`src/rtl/alu_pkg.sv`:
```
package alu_pkg;

  typedef enum logic [3:0] {
    OP_ADD  = 4'd0,
    OP_SUB  = 4'd1,
    OP_AND  = 4'd2,
    OP_OR   = 4'd3,
    OP_XOR  = 4'd4,
    OP_CMP  = 4'd5,
    OP_INV  = 4'd6,
    OP_SHL  = 4'd7,
    OP_SHR  = 4'd8,
    OP_SWAB = 4'd9,
    OP_SEXT = 4'd10,
    OP_NOP  = 4'd11
  } alu_op_e;

  typedef enum logic [1:0] {
    SZ_WORD     = 2'b00,
    SZ_WORD_ALT = 2'b01,
    SZ_LOW      = 2'b10,
    SZ_HIGH     = 2'b11
  } alu_size_e;

endpackage

```
`src/rtl/alu_byte_pick.sv`:
```
module alu_byte_pick #(
  parameter int W = 16
) (
  input  logic [W-1:0]   word_i,
  input  logic           hi_i,
  output logic [W/2-1:0] lane_o
);
  localparam int H = W / 2;

  assign lane_o = hi_i ? word_i[W-1:H] : word_i[H-1:0];
endmodule

```
`src/rtl/alu_byte_merge.sv`:
```
module alu_byte_merge #(
  parameter int W = 16
) (
  input  logic [W-1:0]   dest_i,
  input  logic [W/2-1:0] lane_i,
  input  logic           hi_i,
  output logic [W-1:0]   word_o
);
  localparam int H = W / 2;

  // the unselected half always comes from the destination value
  assign word_o = hi_i ? {lane_i, dest_i[H-1:0]} : {dest_i[W-1:H], lane_i};
endmodule

```
`src/rtl/alu_arith.sv`:
```
module alu_arith
  import alu_pkg::*;
#(
  parameter int W   = 16,
  parameter int SHW = 8
) (
  input  logic [3:0]     op_i,
  input  logic [W-1:0]   a_i,
  input  logic [W-1:0]   b_i,
  input  logic [SHW-1:0] shamt_i,
  output logic [W-1:0]   res_o,
  output logic           zero_o,
  output logic           ovf_o
);
  localparam int H = W / 2;
  localparam logic [SHW:0] W_LIM = (SHW + 1)'(W);

  logic [W-1:0] sum, diff;
  logic         too_far;

  assign sum     = a_i + b_i;
  assign diff    = a_i - b_i;
  assign too_far = {1'b0, shamt_i} >= W_LIM;

  always_comb begin
    res_o = '0;
    ovf_o = 1'b0;
    case (op_i)
      OP_ADD: begin
        res_o = sum;
        ovf_o = (a_i[W-1] == b_i[W-1]) && (sum[W-1] != a_i[W-1]);
      end
      OP_SUB, OP_CMP: begin
        res_o = diff;
        ovf_o = (a_i[W-1] != b_i[W-1]) && (diff[W-1] != a_i[W-1]);
      end
      OP_AND:  res_o = a_i & b_i;
      OP_OR:   res_o = a_i | b_i;
      OP_XOR:  res_o = a_i ^ b_i;
      OP_INV:  res_o = ~a_i;
      OP_SHL:  res_o = too_far ? '0 : a_i << shamt_i;
      OP_SHR:  res_o = too_far ? '0 : a_i >> shamt_i;
      OP_SWAB: res_o = {a_i[H-1:0], a_i[W-1:H]};
      OP_SEXT: res_o = {{(W - H){a_i[H-1]}}, a_i[H-1:0]};
      default: res_o = '0;
    endcase
  end

  assign zero_o = (res_o == '0);
endmodule

```
`src/rtl/split_alu.sv`:
```
module split_alu
  import alu_pkg::*;
#(
  parameter int DATA_W  = 16,
  parameter int SHAMT_W = 8
) (
  input  logic               clk,
  input  logic               rst,
  input  logic [3:0]         op_i,
  input  logic [1:0]         sel_i,
  input  logic [DATA_W-1:0]  a_i,
  input  logic [DATA_W-1:0]  b_i,
  input  logic [SHAMT_W-1:0] shamt_i,
  output logic [DATA_W-1:0]  result_o,
  output logic               wr_en_o,
  output logic               zero_o,
  output logic               ovf_o,
  output logic               eq_o
);
  localparam int H = DATA_W / 2;

  logic              byte_mode, hi, known, is_cmp;
  logic [H-1:0]      a_lane, b_lane, res_b;
  logic [DATA_W-1:0] res_w, merged;
  logic              z_w, v_w, z_b, v_b;
  logic [DATA_W-1:0] nxt_res;
  logic              nxt_z, nxt_v;

  assign known     = op_i <= OP_SEXT;
  assign is_cmp    = op_i == OP_CMP;
  assign hi        = sel_i[0];
  assign byte_mode = sel_i[1] && (op_i != OP_SWAB) && (op_i != OP_SEXT);

  alu_byte_pick #(.W(DATA_W)) pick_a_i (.word_i(a_i), .hi_i(hi), .lane_o(a_lane));
  alu_byte_pick #(.W(DATA_W)) pick_b_i (.word_i(b_i), .hi_i(hi), .lane_o(b_lane));

  alu_arith #(.W(DATA_W), .SHW(SHAMT_W)) word_unit_i (
    .op_i(op_i), .a_i(a_i), .b_i(b_i), .shamt_i(shamt_i),
    .res_o(res_w), .zero_o(z_w), .ovf_o(v_w)
  );

  alu_arith #(.W(H), .SHW(SHAMT_W)) byte_unit_i (
    .op_i(op_i), .a_i(a_lane), .b_i(b_lane), .shamt_i(shamt_i),
    .res_o(res_b), .zero_o(z_b), .ovf_o(v_b)
  );

  alu_byte_merge #(.W(DATA_W)) merge_i (
    .dest_i(a_i), .lane_i(res_b), .hi_i(hi), .word_o(merged)
  );

  always_comb begin
    if (!known)         nxt_res = '0;
    else if (byte_mode) nxt_res = merged;
    else                nxt_res = res_w;
    nxt_z = known && (byte_mode ? z_b : z_w);
    nxt_v = known && (byte_mode ? v_b : v_w);
  end

  always_ff @(posedge clk) begin
    if (rst) begin
      result_o <= '0;
      wr_en_o  <= 1'b0;
      zero_o   <= 1'b0;
      ovf_o    <= 1'b0;
      eq_o     <= 1'b0;
    end else begin
      result_o <= nxt_res;
      wr_en_o  <= known && !is_cmp;
      zero_o   <= nxt_z;
      ovf_o    <= nxt_v;
      eq_o     <= is_cmp && nxt_z;
    end
  end
endmodule

```
`config.mk`:
```
export PLATFORM = sky130hd
export DESIGN_NAME = split_alu
export DESIGN_NICKNAME = d
export VERILOG_FILES = /design/src/rtl/alu_pkg.sv /design/src/rtl/alu_byte_pick.sv /design/src/rtl/alu_byte_merge.sv /design/src/rtl/alu_arith.sv /design/src/rtl/split_alu.sv
export SDC_FILE = /design/constraint.sdc
export NUM_CORES = 1
export LEC_CHECK = 0
export BUFFER_PORTS_ARGS = -buffer_cell sky130_fd_sc_hd__buf_2
export CORE_MARGIN = 8
export CORE_UTILIZATION = 31
export DETAILED_ROUTE_END_ITERATION = 10
export PLACE_DENSITY = 0.48
export RECOVER_POWER = 25
export SYNTH_ARGS = -nofsm -noshare
export SYNTH_HDL_FRONTEND = slang
export SYNTH_SLANG_ARGS = --single-unit
```
`constraint.sdc`:
```
create_clock -name clk -period 3.7 [get_ports clk]
set_clock_uncertainty 0.1 [all_clocks]
set_input_delay 0.555 -clock clk [delete_from_list [all_inputs] [get_ports clk]]
set_output_delay 0.555 -clock clk [all_outputs]
set_load 0.1 [all_outputs]
```
After elaboration in Yosys (flattened, before gate mapping)
Cells that the tools add are included.
- add/subtract/negate cells: 4
- $lt $le $gt $ge: 3
- eq/ne operators: 20
- shift-type cells: 4
- multiplexer cells: 14
- bitwise logic cells: 9
- reduce and logical (&&, ||, !) cells: 16
- operators by type and width (kind ; count):
    16-bit one-hot mux with 10 select lines ; 1
    8-bit one-hot mux with 10 select lines ; 1
    16-bit two-way mux ; 4
    8-bit two-way mux ; 4
    16-bit adder ; 1
    16-bit bitwise AND ; 1
    4-bit by 3-bit == test with 1-bit output (second input constant) ; 4
    16-bit logical NOT ; 1
    16-bit inverter ; 1
    16-bit OR ; 1
    16-bit by 8-bit left shift with 16-bit output ; 1
    16-bit by 8-bit >> shifter with 16-bit output ; 1
    16-bit subtractor ; 1
    16-bit bitwise XOR ; 1
    4-bit == test (second input constant) ; 3
    1-bit logical AND ; 10
    8-bit adder ; 1
    8-bit bitwise AND ; 1
    4-bit by 2-bit == test with 1-bit output (second input constant) ; 2
    8-bit by 4-bit >= comparator with 1-bit output (second input constant) ; 1
    8-bit by 5-bit >= comparator with 1-bit output (second input constant) ; 1
    8-bit logical NOT ; 1
    4-bit inequality test (second input constant) ; 2
    8-bit inverter ; 1
    15 further kinds ; 24
- register bits: 20
- input bits: 48
- logic and storage cells: 75

Logic depth before layout (Yosys ltp)
Gate-level depths: netlist of run 1.
- word-level depth: 8
- gate-level depth with buffers: 19

Modules after synthesis
Synthesis of run 1 repeated with hierarchy kept, for this count alone.
- cells, all modules: 1138
- area, all modules: 8187.9 um^2
- modules (own cells, without submodules) (module ; times used ; cells each ; area an instance (um^2)):
    alu_arith (word_unit_i) ; 1 ; 695 ; 4558.1
    alu_arith (byte_unit_i) ; 1 ; 274 ; 1983.2
    split_alu ; 1 ; 133 ; 1134.8
    alu_byte_pick ; 2 ; 9 ; 131.4
    alu_byte_merge ; 1 ; 18 ; 249.0

Worst setup path after synthesis of run 1
Ideal clock, no wire load.
- path type: input to register
- from: in sel_i[0]
- to: reg eq_o
- library setup time: 60 ps
- arrival time: 3855 ps
- data required time: 3540 ps
- setup slack: -315 ps
- cell stages on the path: 19
- path buffers: 3
- cells stage by stage: buf_6 -> buf_2 -> buf_1 -> nand2_1 -> o21a_1 -> inv_1 -> ha_1 -> inv_1 -> fa_1 -> nand2b_1 -> a21oi_1 -> nor2_1 -> o21ai_0 -> mux2_2 -> a211oi_1 -> nand2_1 -> or4_1 -> o21ai_2 -> and3_1
- longest elaborated chain between the ends: 8
- elaborated cells on any way between the ends: 17
- ends and longest elaborated chain (what ; line ; text):
    start: declaration ; split_alu.sv:10 ; input logic [1:0] sel_i,
    parallel branches: the longest is 3 deep, another holds 8-bit subtractor ; -- ;
    8-bit one-hot mux with 10 select lines (*) ; alu_arith.sv:28 ; case (op_i)
    8-bit logical NOT (*) ; alu_arith.sv:49 ; assign zero_o = (res_o == '0);
    1-bit two-way mux (*) ; split_alu.sv:55 ; nxt_z = known && (byte_mode ? z_b : z_w);
    1-bit logical AND (*) ; split_alu.sv:55 ;
    1-bit logical AND (*) ; split_alu.sv:71 ; eq_o <= is_cmp && nxt_z;
    end signal: assignment ; split_alu.sv:71 ;
    end: declaration ; split_alu.sv:18 ; output logic eq_o
Every way passes the cells marked *.
A chain may end at the register's enable or synchronous reset.

Final worst setup path of run 1
- from: in b_i[1]
- to: reg eq_o
- longest elaborated chain between the ends: 7
- elaborated cells on any way between the ends: 18
- ends and longest elaborated chain (what ; line ; text):
    start: declaration ; split_alu.sv:12 ; input logic [DATA_W-1:0] b_i,
    parallel branches: the longest is 4 deep, another holds 16-bit subtractor ; -- ;
    1-bit two-way mux (*) ; split_alu.sv:55 ;
    1-bit logical AND (*) ; split_alu.sv:55 ;
    1-bit logical AND (*) ; split_alu.sv:71 ;
Marks and branches as above.

==> impl_metrics.py, run 1 <==
metrics = {
    "power_and_ir_drop": {
        "switching_share": 0.489,
        "max-vdd-ir-drop_mv": 0.253,
        "p_switching_mw": 1.04,
        "power.density_nw_per_um2": 213,
        "power_frac_clock": 0.134,
        "power.internal_mw": 1.09,
        "p_seq_frac": 0.111,
        "p_total_mw": 2.13,
        "p_comb_frac": 0.755,
        "power.leakage_nw": 4.31,
    },
    "logic_synthesis": {
        "ys.flop_type": "dfxtp_1",
        "synth_top_cell_area_share": 0.114,
        "avgSynthCellArea_um2": 7.17,
        "synth-seq-area-share": 0.0520,
        "synth_nets": 1196,
        "synth_edf_count": 0,
        "synth_warnings": 0,
        "syn_inst": 1074,
        "yosys.area.top_type": "ha_1",
        "synthArstFlopShare": 0,
        "ys_seq_elements": 20,
        "syn_area_um2": 7700,
        "synth.top_cells.by_area": "ha_1, dfxtp_1, mux2i_1",
        "synth_cell_types": 90,
    },
    "grt": {
        "grt_usage": 0.262,
        "grt-ovfl-total": 0,
        "grt_max_degree": 29,
        "grt_pass1_vias": 9552,
        "antenna_found_initial": 0,
        "grt_pass1_wl_um": 61300,
    },
    "worst_setup_path": {
        "slowest_stage": "a2111oi_1",
        "worstPathRequired_ns": 3.79,
        "slowest_delay_ns": 0.49,
        "cp-end-kind": "flop",
        "arrival_ns": 3.64,
        "cp_top_family": "compound AO/OA/AOI/OAI gates",
        "crit_chain": "buf_2, inv_1, ha_1, o21bai_2, a2111oi_1, buf_4, nor2_1, o41ai_2, buf_4, o21ai_0, o21ai_0, nor3b_1, nand4_1, o21ai_2, and3_1",
        "crit_buf_inv": 4,
        "worstSetupStartpointType": "primary input",
        "crit_fanout": 4,
        "critical_path_class": "primary input to flop",
    },
    "routing": {
        "dr.pass1.iters": 6,
        "num_vias": 9830,
        "drcViolationCount": 0,
        "avgViaCountPerCell": 6.17,
        "routed_wl_um": 41100,
        "wire_per_inst_um": 25.8,
        "drt_iter0_markers": 1123,
        "ant_nets": 0,
    },
    "die": {
        "initial_utilization": 0.317,
        "io_pins": 68,
        "die_w_um": 174,
        "num_rows": 57,
        "core_area_um2": 24300,
        "dieHeight_um": 174,
        "die-area_um2": 30100,
    },
    "placed_design": {
        "place_hpwl_um": 33500,
        "dpl_cell_area_um2": 9810,
        "gp_congestion": 1.04,
        "port_buffers": 67,
    },
    "finish": {
        "design_area_um2": 10000,
        "area_growth_pct": 29.9,
        "fill_cells": 2600,
        "utilization": 0.411,
        "diodes": 0,
        "final_common_cell": "buf_4",
        "layout_common_cells": "buf_4, nand2_1, nor2_1",
        "drive_gt1_frac": 0.306,
        "fin_nets": 1391,
    },
    "sta": {
        "max_freq_mhz": 282,
        "maxSlewViolCount": 0,
        "tightest_slew_ns": 1.18,
        "fin_crit_sh": 0.960,
        "slew-limit-headroom": 0.215,
        "setup_viol": 0,
        "fin_crit_ns": 3.55,
        "setup_tns_ns": 0,
        "hold_viol_final": 0,
    },
    "clock_network": {
        "clockBufferDepth": 2,
        "h-tree-depth": 1,
        "cts_tree": "yes",
        "ctsHoldBuffers": 0,
        "cts-root-buf": "clkbuf_16",
        "cts_sinks": 20,
        "cts-buffers-inserted": 3,
        "path_clk_slew_ns": 0.05,
    },
    "flow_run": {
        "maxCapViolCount": 0,
    },
    "hold_path": {
        "hp-class": "primary input to flop",
    },
    "run_status": {
        "status": "finished clean",
    },
}
logic make-up (layout without fill, tap and decap cells):
logic type | Yosys count | count (layout) | share of synthesized area
and+or+nand+nor | 322 | 322 | 0.216
muxes | 87 | 87 | 0.150
AOI/OAI and AO/OA | 381 | 381 | 0.346
buffers and inverters | 179 | 373 | 0.0995
xor gates and xnor gates | 11 | 11 | 0.0125
DFF | 20 | 20 | 0.0520
adders and majority gates | 74 | 74 | 0.124
final timing paths:
| check | from | to | slack, ns | cells past startpoint |
|---|---|---|---|---|
| worst max-delay path | b_i[1] | eq_o$_SDFF_PP0_ | 0.15 | 15 |
| worst min-delay path | rst | wr_en_o$_SDFF_PP0_ | 0.43 | 2 |
per-layer routing:
metal  part of all wire  track usage  vias to the layer above  routed length [um]
li1                   -            -                     4461                   -
met1               0.44        0.362                     4714               18000
met2               0.41        0.391                      554               17000
met3              0.094       0.0444                      101                3880
met4              0.054        0.119                        0                2230
met5                  0            0                        -                   0
sequential cells by signal (all words and copies together) (netlist names):
register,count
eq_o,1
ovf_o,1
result_o,16
wr_en_o,1
zero_o,1
synth_stat cells, drive strengths merged (6+ instances only):
cell / n
o21ai: 71
o211ai: 16
nand2: 80
a311oi: 6
a22oi: 14
nor2: 78
a31oi: 16
xnor2: 10
ha: 70
a32oi: 13
inv: 77
a21oi: 75
nor3b: 12
dfxtp: 20
clkbuf: 55
a221o: 7
mux2: 29
o221ai: 15
nand3: 28
a211oi: 23
o21a: 13
mux4: 14
o22ai: 22
nor3: 30
nand4: 7
nand3b: 7
a221oi: 11
nand2b: 16
nor4: 12
a21o: 10
nor2b: 19
o221a: 6
buf: 47
mux2i: 44
area by class of cell:
| type | count | area [um2] | area share |
|---|---|---|---|
| clock buffer | 3 | 75.1 | 0.00751 |
| multi-input combinational | 875 | 6650 | 0.665 |
| sequential | 20 | 400 | 0.0400 |
| timing repair buffer | 292 | 2150 | 0.215 |
| inverter | 77 | 289 | 0.0289 |
| tap | 324 | 405 | 0.0405 |
| clock inverter | 1 | 30.0 | 0.00300 |
power by group through the flow:
| stage | registers [mW] | clock network, mW | logic, mW |
|---|---|---|---|
| 2_1_floorplan | 0.364 | 0 | 0.800 |
| 3_3_place_gp | 0.240 | 0 | 1.56 |
| 3_5_place_dp | 0.240 | 0 | 1.55 |
| 4_1_cts | 0.236 | 0.289 | 1.56 |
| 5_1_grt | 0.237 | 0.306 | 1.71 |
| 6_report | 0.236 | 0.286 | 1.61 |
metrics by stage:
step / worst slack [ns] / instances / hold slack, ns
final: 0.148 / 1592 / 0.434
after global routing: -0.0112 / 1592 / 0.432
after CTS: 0.00834 / 1591 / 0.431
after detailed placement: -0.231 / 1587 / 0.686
after global placement: -0.250 / 1587 / 0.692
after floorplan: 0.0129 / 1074 / 0.534
timing repair:
| action | 4_1_cts | 5_1_grt |
|---|---|---|
| gates resized for setup | 0 | 20 |
| buffers inserted | 0 | 1 |
| setup endpoints to repair | 0 | 2 |
Note: power is estimated with default switching activity, not from simulation.
==> run 2: changes to the inputs <==
--- a/config.mk
+++ b/config.mk
@@ -6,10 +6,12 @@
 export NUM_CORES = 1
 export LEC_CHECK = 0
 export BUFFER_PORTS_ARGS = -buffer_cell sky130_fd_sc_hd__buf_2
+export CELL_PAD_IN_SITES_DETAIL_PLACEMENT = 1
+export CELL_PAD_IN_SITES_GLOBAL_PLACEMENT = 1
 export CORE_MARGIN = 8
 export CORE_UTILIZATION = 31
 export DETAILED_ROUTE_END_ITERATION = 10
-export PLACE_DENSITY = 0.48
+export PLACE_DENSITY = 0.61
 export RECOVER_POWER = 25
 export SYNTH_ARGS = -nofsm -noshare
 export SYNTH_HDL_FRONTEND = slang
==> impl_metrics.py, run 2 (synthesized netlist as in run 1, its figures left out) <==
metrics = {
    "routing": {
        "drcViolationCount": 0,
        "ant_nets": 0,
        "num_vias": 10000,
        "routed_wl_um": 43500,
        "wire_per_inst_um": 27.4,
        "drt_iter0_markers": 1073,
        "avgViaCountPerCell": 6.31,
        "dr.pass1.iters": 6,
    },
    "hold_path": {
        "min_from": "rst",
        "worstHoldPathCells": 2,
        "holdPathEnd": "wr_en_o$_SDFF_PP0_",
        "hp-class": "primary input to flop",
    },
    "finish": {
        "layout_common_cells": "buf_4, nand2_1, nor2_1",
        "drive_gt1_frac": 0.305,
        "fin_cells": 1589,
        "largest_register": "result_o",
        "utilization": 0.408,
        "final_common_cell": "buf_4",
        "diodes": 0,
        "largest_reg_flops": 16,
        "fill_cells": 3126,
        "design_area_um2": 9910,
        "area_growth_pct": 28.8,
        "fin_nets": 1389,
    },
    "grt": {
        "grt_pass1_vias": 10100,
        "grt_pass1_wl_um": 65300,
        "antenna_found_initial": 0,
        "grt-ovfl-total": 0,
        "grt_usage": 0.277,
        "grt_max_degree": 45,
    },
    "clock_network": {
        "cts_setup_buffers": 0,
        "cts_sinks": 20,
        "ctsHoldBuffers": 0,
        "h-tree-depth": 1,
        "cts-buffers-inserted": 3,
        "clockBufferDepth": 2,
        "cts_tree": "yes",
        "path_clk_slew_ns": 0.05,
        "cts-root-buf": "clkbuf_16",
    },
    "die": {
        "num_rows": 57,
        "die_w_um": 174,
        "die-area_um2": 30100,
        "initial_utilization": 0.317,
        "dieHeight_um": 174,
        "core_area_um2": 24300,
        "io_pins": 68,
    },
    "power_and_ir_drop": {
        "max-vdd-ir-drop_mv": 0.201,
        "power.density_nw_per_um2": 210,
        "power.leakage_nw": 4.25,
        "p_total_mw": 2.08,
    },
    "sta": {
        "fin_crit_ns": 3.56,
        "fin_crit_sh": 0.962,
        "max_freq_mhz": 281,
        "tightest_slew_ns": 1.20,
        "slew-limit-headroom": 0.206,
        "setup_tns_ns": 0,
        "hold_viol_final": 0,
        "setup_viol": 0,
        "timing.final.ws_setup_ns": 0.140,
        "maxSlewViolCount": 0,
        "rsz0062_at_grt": "no",
        "hold-worst-slack_ns": 0.431,
    },
    "worst_setup_path": {
        "crit_chain": "clkbuf_4, buf_6, nand2_1, o21a_1, buf_4, ha_1, a21oi_1, o21bai_1, a31o_2, a21oi_1, nor2_1, nor4_4, nand3_1, or4_4, o21ai_2, and3_1",
        "slowest_stage": "or4_4",
        "arrival_ns": 3.65,
        "crit_fanout": 11,
        "worstSetupStartpointType": "primary input",
        "cp_common_cell": "a21oi_1",
        "crit_buf_inv": 3,
        "critical_path_class": "primary input to flop",
        "slowest_delay_ns": 0.51,
        "cp.depth": 16,
        "worstPathRequired_ns": 3.79,
        "cp_top_family": "simple AND/OR/NAND/NOR gates",
        "cp-end-kind": "flop",
    },
    "run_status": {
        "status": "finished clean",
    },
    "placed_design": {
        "place_hpwl_um": 35600,
        "place_ws_ns": -0.259,
        "gp_congestion": 0.989,
        "post-place-cells": 1586,
        "dpl_cell_area_um2": 9790,
        "port_buffers": 67,
    },
    "flow_run": {
        "maxCapViolCount": 0,
    },
}
[run 2: layout make-up]
type	count	area [um2]	area share
clock buffers	3	75.1	0.00757
well taps	324	405	0.0409
inverters	77	289	0.0292
multi-input cells	875	6620	0.668
flip-flops and latches	20	400	0.0404
repair buffers	290	2120	0.214
[run 2: worst max-delay path by stage]
stage | slack [ns] | end | from
floorplan | 0.01 | eq_o$_SDFF_PP0_ | sel_i[0]
global placement | -0.20 | eq_o$_SDFF_PP0_ | sel_i[0]
detailed placement | -0.26 | eq_o$_SDFF_PP0_ | sel_i[0]
CTS | 0.01 | eq_o$_SDFF_PP0_ | sel_i[0]
global route | 0.002 | eq_o$_SDFF_PP0_ | b_i[8]
finish | 0.14 | eq_o$_SDFF_PP0_ | sel_i[0]
[run 2: power by group]
group / internal [mW] / switching (mW) / total [mW]
Clock: 0.142 / 0.0726 / 0.215
Sequential: 0.232 / 0.00430 / 0.237
Combinational: 0.637 / 0.989 / 1.63
[run 2: what timing repair did]
| item | 4_1_cts | 5_1_grt |
|---|---|---|
| gates cloned | 0 | 0 |
| pin swaps | 0 | 2 |
| resized for setup | 1 | 12 |
| endpoints found under the setup margin | 1 | 2 |
[run 2: metal layers]
metal  track usage  part of all wire  up-vias
li1              -                 -     4437
met1         0.377              0.44     4982
met2         0.437              0.44      500
met3        0.0355             0.075      111
met4         0.107             0.045        0
met5             0                 0        -
==> run 3: changes to the inputs <==
--- a/config.mk
+++ b/config.mk
@@ -5,13 +5,14 @@
 export SDC_FILE = /design/constraint.sdc
 export NUM_CORES = 1
 export LEC_CHECK = 0
+export ABC_AREA = 1
 export BUFFER_PORTS_ARGS = -buffer_cell sky130_fd_sc_hd__buf_2
 export CELL_PAD_IN_SITES_DETAIL_PLACEMENT = 1
 export CELL_PAD_IN_SITES_GLOBAL_PLACEMENT = 1
 export CORE_MARGIN = 8
 export CORE_UTILIZATION = 31
 export DETAILED_ROUTE_END_ITERATION = 10
-export PLACE_DENSITY = 0.61
+export PLACE_DENSITY = 0.66
 export RECOVER_POWER = 25
 export SYNTH_ARGS = -nofsm -noshare
 export SYNTH_HDL_FRONTEND = slang
==> impl_metrics.py, run 3 <==
metrics = {
    "finish": {
        "drive_gt1_frac": 0.116,
        "largest_register": "result_o",
        "layout_common_cells": "nand2_1, nand3_1, inv_1, nor2_1, a21oi_1",
        "final_common_cell": "nand2_1",
        "fin_nets": 1534,
        "diodes": 0,
        "largest_reg_flops": 16,
        "area_growth_pct": 9.70,
    },
    "logic_synthesis": {
        "avgSynthCellArea_um2": 5.34,
        "ys_seq_elements": 20,
        "synth.top_cells.by_area": "nand2_1, nand3_1, ha_1",
        "yosysMostFrequentCell": "nand2_1",
        "ys.flop_type": "dfxtp_1",
        "synth-seq-area-share": 0.0547,
        "synth_edf_count": 0,
        "yosys.area.top_type": "nand2_1",
        "yosys-top-cells-count": "nand2_1, nand3_1, inv_1, nor2_1, a21oi_1",
        "syn_area_um2": 7320,
        "synthArstFlopShare": 0,
        "synth_warnings": 0,
        "synth_cell_types": 46,
        "syn_inst": 1369,
        "synth_top_cell_area_share": 0.214,
        "synth_nets": 1491,
    },
    "die": {
        "dieHeight_um": 170,
        "initial_utilization": 0.314,
        "num_rows": 56,
        "io_pins": 68,
        "die_w_um": 170,
        "die-area_um2": 28800,
        "core_area_um2": 23300,
    },
    "worst_setup_path": {
        "critical_path_class": "primary input to flop",
        "crit_fanout": 18,
        "cp-end-kind": "flop",
        "worstPathRequired_ns": 3.80,
        "arrival_ns": 3.51,
        "worstSetupStartpointType": "primary input",
    },
    "routing": {
        "wire_per_inst_um": 21.2,
        "num_vias": 9579,
        "drt_iter0_markers": 957,
        "avgViaCountPerCell": 5.54,
        "drcViolationCount": 0,
        "dr.pass1.iters": 5,
        "routed_wl_um": 36600,
        "ant_nets": 0,
    },
    "hold_path": {
        "hp-class": "primary input to flop",
    },
    "power_and_ir_drop": {
        "p_seq_frac": 0.141,
        "switching_share": 0.571,
        "power_frac_clock": 0.154,
        "p_switching_mw": 0.955,
        "p_comb_frac": 0.705,
        "power.density_nw_per_um2": 208,
        "power.internal_mw": 0.716,
        "max-vdd-ir-drop_mv": 0.191,
        "power.leakage_nw": 4.18,
        "p_total_mw": 1.67,
    },
    "sta": {
        "timing.final.ws_setup_ns": 0.292,
        "fin_crit_ns": 3.41,
        "setup_tns_ns": 0,
        "max_freq_mhz": 293,
        "hold-worst-slack_ns": 0.613,
        "setup_viol": 0,
        "maxSlewViolCount": 0,
        "fin_crit_sh": 0.921,
        "hold_viol_final": 0,
        "slew-limit-headroom": 0.219,
        "rsz0062_at_grt": "no",
        "tightest_slew_ns": 1.18,
    },
    "clock_network": {
        "cts-root-buf": "clkbuf_16",
        "ctsHoldBuffers": 0,
        "cts_tree": "yes",
        "cts-buffers-inserted": 3,
        "path_clk_slew_ns": 0.07,
        "cts_setup_buffers": 0,
        "h-tree-depth": 1,
        "cts_sinks": 20,
        "cts_resized": 0,
        "clockBufferDepth": 2,
    },
    "placed_design": {
        "place_ws_ns": 0.118,
        "port_buffers": 67,
        "place_hpwl_um": 30200,
        "gp_congestion": 0.947,
    },
    "run_status": {
        "status": "finished clean",
    },
    "grt": {
        "grt_pass1_vias": 9593,
        "grt_max_degree": 31,
        "grt-ovfl-total": 0,
        "grt_usage": 0.250,
        "grt_pass1_wl_um": 56200,
        "antenna_found_initial": 1,
    },
    "flow_run": {
        "maxCapViolCount": 0,
    },
}
run 3: cell types whose count changed after synthesis, sizes merged, moves of 19 or more:
cell    delta
o21ai     +22
nand2    +351
a211oi    -22
nor2b     -19
nand3    +169
inv       +67
mux2      -29
clkbuf    -38
nand4     +29
a21oi     +26
nor2      +61
mux2i     -44
run 3: metal layers:
layer | wire length [um] | vias up | share of wire | global-route usage
met2 | 15600 | 396 | 0.43 | 0.384
met1 | 16600 | 4511 | 0.45 | 0.347
li1 | - | 4605 | - | -
met5 | 10 | - | 0.00027 | 0
met4 | 1370 | 2 | 0.037 | 0.0912
met3 | 3010 | 65 | 0.082 | 0.0370
run 3: area by class of cell:
type                    count  area [um2]
inverters                 145         552
well taps                 319         399
multi-input cells        1141        5980
fillers                  3275       15300
clock buffers               4        88.8
repair buffers            101         603
flip-flops and latches     20         400
run 3: through the flow:
stage          instances  instance area (um2)   util
2_1_floorplan       1369                 7320      -
3_3_place_gp        1726                 7950  0.341
3_5_place_dp        1726                 7950  0.341
4_1_cts             1730                 8040  0.344
5_1_grt             1730                 8030  0.344
6_report            1730                 8030  0.344
run 3: power groups by stage:
stage,sequential [mW],clock (mW),combinational (mW)
global placement,0.240,0,1.14
global route,0.237,0.267,1.28
finish,0.236,0.258,1.18
detailed placement,0.240,0,1.15
floorplan,0.350,0,0.682
CTS,0.236,0.252,1.16
run 3: path summary, 6_finish.rpt:
kind	startpoint	endpoint	slack [ns]	cells after the start
max	sel_i[0]	eq_o$_SDFF_PP0_	0.29	20
min	rst	result_o[13]$_SDFF_PP0_	0.61	4
run 3: kinds of logic (layout without fill, tap and decap cells):
logic type / Yosys count / count (layout) / synth area share
AO/OA/AOI/OAI: 232 / 232 / 0.176
buffers and inverters: 208 / 250 / 0.128
adder cells (fa/ha/maj): 74 / 74 / 0.131
AND/OR/NAND/NOR: 828 / 828 / 0.502
flip-flops: 20 / 20 / 0.0547
XOR/XNOR: 7 / 7 / 0.00838
run 3: worst max-delay path: stages:
cell and delay [ns]:
buf_2 0.34, nand2_1 0.12, o21ai_1 0.12, inv_1 0.13
ha_1 0.43, inv_1 0.26, nand3_1 0.13, nand3_1 0.16
nand4_1 0.22, nand2_1 0.15, nand2_1 0.06, nand3_1 0.10
nand3_2 0.12, nor2_1 0.10, nand2_1 0.06, nor2_1 0.09
nor2_1 0.05, nor2_1 0.09, nand2_1 0.09, nor2_2 0.08
